--- config.mk ---
export PLATFORM = sky130hd
export DESIGN_NAME = hb7_decim
export DESIGN_NICKNAME = d
export VERILOG_FILES = /design/src/rtl/hb7_decim.sv
export SDC_FILE = /design/constraint.sdc
export NUM_CORES = 1
export LEC_CHECK = 0
export BUFFER_PORTS_ARGS = -buffer_cell sky130_fd_sc_hd__buf_2
export CORE_ASPECT_RATIO = 0.75
export CORE_MARGIN = 2
export CORE_UTILIZATION = 45
export CTS_BUF_LIST = sky130_fd_sc_hd__clkbuf_8 sky130_fd_sc_hd__clkbuf_16
export CTS_CLUSTER_DIAMETER = 60
export DETAILED_ROUTE_END_ITERATION = 8
export GPL_ROUTABILITY_DRIVEN = 1
export PLACE_DENSITY = 0.7
export SYNTH_ARGS = -nofsm -noshare
export SYNTH_HDL_FRONTEND = slang
export SYNTH_SLANG_ARGS = --single-unit
--- constraint.sdc ---
create_clock -name clk_i -period 10.38 [get_ports clk_i]
set_clock_uncertainty 0.2 [all_clocks]
set_input_delay 0.519 -clock clk_i [delete_from_list [all_inputs] [get_ports clk_i]]
set_output_delay 0.519 -clock clk_i [all_outputs]
set_load 0.05 [all_outputs]
--- src/rtl/hb7_decim.sv ---
module hb7_decim #(
  parameter int W     = 16,
  parameter int CW    = 8,
  parameter int FRAC  = 5,
  parameter int C_OUT = -1,
  parameter int C_IN  = 9
) (
  input  logic                clk_i,
  input  logic                rst_i,
  input  logic                filt_en_i,
  input  logic                smp_vld_i,
  input  logic signed [W-1:0] smp_i,
  output logic                dec_vld_o,
  output logic signed [W-1:0] dec_o
);

  localparam int PW = W + 1;
  localparam int MW = PW + CW;
  localparam int AW = W + CW + 4;
  localparam logic signed [CW-1:0] KO   = CW'(C_OUT);
  localparam logic signed [CW-1:0] KI   = CW'(C_IN);
  localparam logic signed [AW-1:0] HALF = AW'(1 << (FRAC - 1));
  localparam logic signed [AW-1:0] YMAX = {{(AW-W+1){1'b0}}, {(W-1){1'b1}}};
  localparam logic signed [AW-1:0] YMIN = {{(AW-W+1){1'b1}}, {(W-1){1'b0}}};

  logic signed [W-1:0]  win [6];
  logic                 phase;
  logic [1:0]           step;
  logic signed [PW-1:0] pre_o, pre_i;
  logic signed [W-1:0]  ctr;
  logic signed [AW-1:0] acc;

  wire take = filt_en_i && smp_vld_i && phase;

  wire signed [PW-1:0] m_op   = (step == 2'd1) ? pre_o : pre_i;
  wire signed [CW-1:0] m_cf   = (step == 2'd1) ? KO : KI;
  wire signed [MW-1:0] prod   = m_op * m_cf;
  wire signed [AW-1:0] prod_x = {{(AW-MW){prod[MW-1]}}, prod};
  wire signed [AW-1:0] ctr_e  = {{(AW-W){ctr[W-1]}}, ctr};
  wire signed [AW-1:0] ctr_x  = ctr_e <<< (FRAC - 1);
  wire signed [AW-1:0] sum    = acc + prod_x;
  wire signed [AW-1:0] rnd    = sum + HALF;
  wire signed [AW-1:0] shr    = rnd >>> FRAC;
  wire signed [W-1:0]  sat    = (shr > YMAX) ? YMAX[W-1:0] :
                                (shr < YMIN) ? YMIN[W-1:0] : shr[W-1:0];

  always_ff @(posedge clk_i) begin
    if (rst_i) begin
      for (int k = 0; k < 6; k++) win[k] <= '0;
    end else if (smp_vld_i) begin
      win[0] <= smp_i;
      for (int k = 1; k < 6; k++) win[k] <= win[k-1];
    end
  end

  always_ff @(posedge clk_i) begin
    if (rst_i)           phase <= 1'b0;
    else if (!filt_en_i) phase <= 1'b0;
    else if (smp_vld_i)  phase <= ~phase;
  end

  always_ff @(posedge clk_i) begin
    if (rst_i) begin
      pre_o <= '0;
      pre_i <= '0;
      ctr   <= '0;
    end else if (take) begin
      pre_o <= {smp_i[W-1], smp_i} + {win[5][W-1], win[5]};
      pre_i <= {win[1][W-1], win[1]} + {win[3][W-1], win[3]};
      ctr   <= win[2];
    end
  end

  always_ff @(posedge clk_i) begin
    if (rst_i)              step <= 2'd0;
    else if (take)          step <= 2'd1;
    else if (step == 2'd1)  step <= 2'd2;
    else                    step <= 2'd0;
  end

  always_ff @(posedge clk_i) begin
    if (rst_i)             acc <= '0;
    else if (step == 2'd1) acc <= ctr_x + prod_x;
  end

  always_ff @(posedge clk_i) begin
    if (rst_i) begin
      dec_vld_o <= 1'b0;
      dec_o     <= '0;
    end else begin
      dec_vld_o <= 1'b0;
      if (!filt_en_i) begin
        if (smp_vld_i) begin
          dec_o     <= smp_i;
          dec_vld_o <= 1'b1;
        end
      end else if (step == 2'd2) begin
        dec_o     <= sat;
        dec_vld_o <= 1'b1;
      end
    end
  end

endmodule

==> impl_metrics.yaml <==
layout:
  drive_gt1_share_pct: 5.83
  layout.cells.non_filler: 2054
  finalNetCount: 1855
  syn_to_final_growth_pct: 8.10
  final_util_pct: 49.5
die:
  design.core.area_um2: 32400
  die_area_um2: 34500
  die_h_um: 161
  initial_core_util_pct: 45.8
  die_x_um: 214
  io_pins: 37
  rows: 57
yosys:
  netlist.area_leader.share_pct: 19.4
  syn_nets: 1846
  synth_flop_cell: "edfxtp_1"
  synth.area.mux_share_pct: 0.471
  synth_fa_ha_area_share_pct: 24.2
  yosys.area_share.xor_xnor_pct: 4.89
  synth_async_sr_flop_share_pct: 0
  ys_types: 65
  synth_top_cell_by_area: "edfxtp_1"
  syn_avg_cell_area_um2: 9.36
  synth_top_cells_by_count: "179 x inv_1, 155 x nand2_1, 153 x ha_1"
  synth_area_leaders: "edfxtp_1 19%, dfxtp_1 13%, ha_1 13%"
  synth.cell_area_um2: 14900
  syn_inst: 1589
  synth_edf_count: 96
  ys_ff_latch: 192
  synthSimpleGateAreaFrac_pct: 15.8
  synth_warnings: 0
  synth_compound_area_share_pct: 16.3
  seq_area_frac_synth_pct: 32.3
  synth_top_family_by_area: "adder cells"
  synth.most_common_cell: "inv_1"
drt:
  vias_per_cell: 5.45
  antenna_left: 0
  totalWireLength_um: 33900
  drtPass1Iterations: 5
  drt_iter0_markers: 768
  drc: 0
  wl_per_cell_um: 16.5
  vias: 11200
timing:
  worst_slack_ps: 1270
  maxSlewViolCount: 0
  rsz0062_at_grt: "false"
  setup_violations: 0
  tns_ps: 0
  post-route-period-util_pct: 87.8
  max_slew_margin_pct: 30.9
  finalCriticalPeriod_ps: 9110
  worst_pin_slew_ps: 1030
  fmax_mhz: 110
  hold_viol: 0
cts:
  cts_setup_buffers: 0
  path_clk_slew_ps: 80
  h-tree-depth: 4
  clk_latency_ps: 450
  clock_sinks: 192
  post_cts_resized: 0
  cts-root-buf: "clkbuf_16"
  cts_buffers: 17
  clk_path_buf_depth: 2
  holdBufCountCts: 0
  cts_tree: "yes"
pwr:
  powerDensity_nw_per_um2: 108
  power.internal_uw: 1240
  power_frac_seq_pct: 48.8
  netSwitchingFraction_pct: 28.2
  p_leak_uw: 0.00757
  power_frac_comb_pct: 11.9
  ir_drop_v: 0.000112
  p_sw_uw: 488
  p_clk_share_pct: 39.3
worst_setup_path:
  worstSetupStartpointType: "flip-flop"
  end_kind: "flip-flop"
  slowest_stage: "o41ai_4"
  arrival_ps: 9280
  worstPathMaxFanout: 46
  slowest_delay_ps: 870
  path_delay_family: "compound AO/OA/AOI/OAI gates"
  critPathKind: "flip-flop to flip-flop"
  cp.required_ps: 10550
  cp_num_buf_inv: 3
placement:
  dp_slack_ps: 1330
  hpwl_um: 26400
  port_buffers: 36
  place_congestion: 0.901
  dp_cells: 2021
global_route:
  grt_pass1_wl_um: 54700
  antenna_found_initial: 2
  grt_max_degree: 98
  gr-total-overflow: 0
  grt_pass1_vias: 10400
  track_usage_pct: 19.9
run:
  maxCapViolCount: 0
worst_hold_path:
  hold_class: "input port to flip-flop"
run_status:
  outcome: "finished clean"
-- path summary, 6_finish.rpt --
| kind | endpoint | slack, ps | cells past startpoint | from |
|---|---|---|---|---|
| min | win[0][0]$_SDFFCE_PN0P_ | 220 | 2 | smp_i[0] |
| max | dec_o[6]$_SDFFE_PP0P_ | 1270 | 31 | step[1]$_SDFF_PP0_ |
| max reg2reg | dec_o[6]$_SDFFE_PP0P_ | 1270 | 31 | step[1]$_SDFF_PP0_ |
| min reg2reg | acc[17]$_SDFFE_PP0N_ | 260 | 2 | acc[17]$_SDFFE_PP0N_ |
-- cells in the final DEF (no fill, tap or decap), types with 17 or more instances in the layout --
master / netlist / final
inv_1: 179 / 179
nand2_1: 155 / 155
ha_1: 153 / 153
and2_1: 114 / 114
dfxtp_1: 96 / 96
edfxtp_1: 96 / 96
a21oi_1: 91 / 91
fa_1: 84 / 84
o21ai_0: 73 / 73
nor2_1: 73 / 73
xnor2_1: 49 / 49
buf_2: 1 / 36
xor2_1: 34 / 34
nor3_1: 31 / 31
a21o_1: 28 / 28
nand3_1: 22 / 22
o21bai_1: 20 / 20
a22o_1: 19 / 19
and3_1: 17 / 17
clkbuf_16: 0 / 17
-- routing by layer --
| layer | part of all wire [%] | wire (um) | global-route usage, % | vias to the layer above |
|---|---|---|---|---|
| met3 | 6.4 | 2170 | 4.61 | 39 |
| met1 | 49 | 16600 | 28.3 | 5352 |
| met2 | 42 | 14300 | 29.5 | 271 |
| met4 | 2.6 | 871 | 7.09 | 0 |
| li1 | - | - | - | 5534 |
| met5 | 0 | 0 | 0 | - |
-- cell type report --
class                           count  area [um2]
Clock buffer                       17         425
Clock inverter                     15         171
Timing Repair Buffer               45         248
Inverter                          179         672
Multi-Input combinational cell   1163        9200
Sequential cell                   192        4800
Tap cell                          442         553
Antenna cell                        1        2.50
Fill cell                        2978       16400
-- kinds of logic after synthesis --
| group | count (synthesis) |
|---|---|
| and+or+nand+nor | 473 |
| AOI/OAI and AO/OA | 363 |
| adders and majority gates | 237 |
| buffers and inverters | 234 |
| DFF | 192 |
| xor gates and xnor gates | 83 |
| muxes | 7 |
-- power groups by stage --
stage	clock, uW	sequential, uW	combinational (uW)
after floorplan	0	869	138
after global placement	0	861	200
after detailed placement	0	862	205
after CTS	696	845	206
after global routing	723	849	230
final	681	845	206
-- flip-flops by register name, indices dropped and copies added, names as in the netlist --
name / flops
dec_o: 16
phase: 1
pre_i: 17
pre_o: 17
acc: 26
win: 96
ctr: 16
dec_vld_o: 1
step: 2
-- per-stage QoR --
stage               hold WS [ps]  area, um2  total power, uW
CTS                          208      16100             1750
floorplan                    225      14900             1010
global route                 223      16100             1800
global placement             245      15500             1060
detailed placement           250      15500             1070
finish                       218      16100             1730
(Power assumes the default switching activity.)
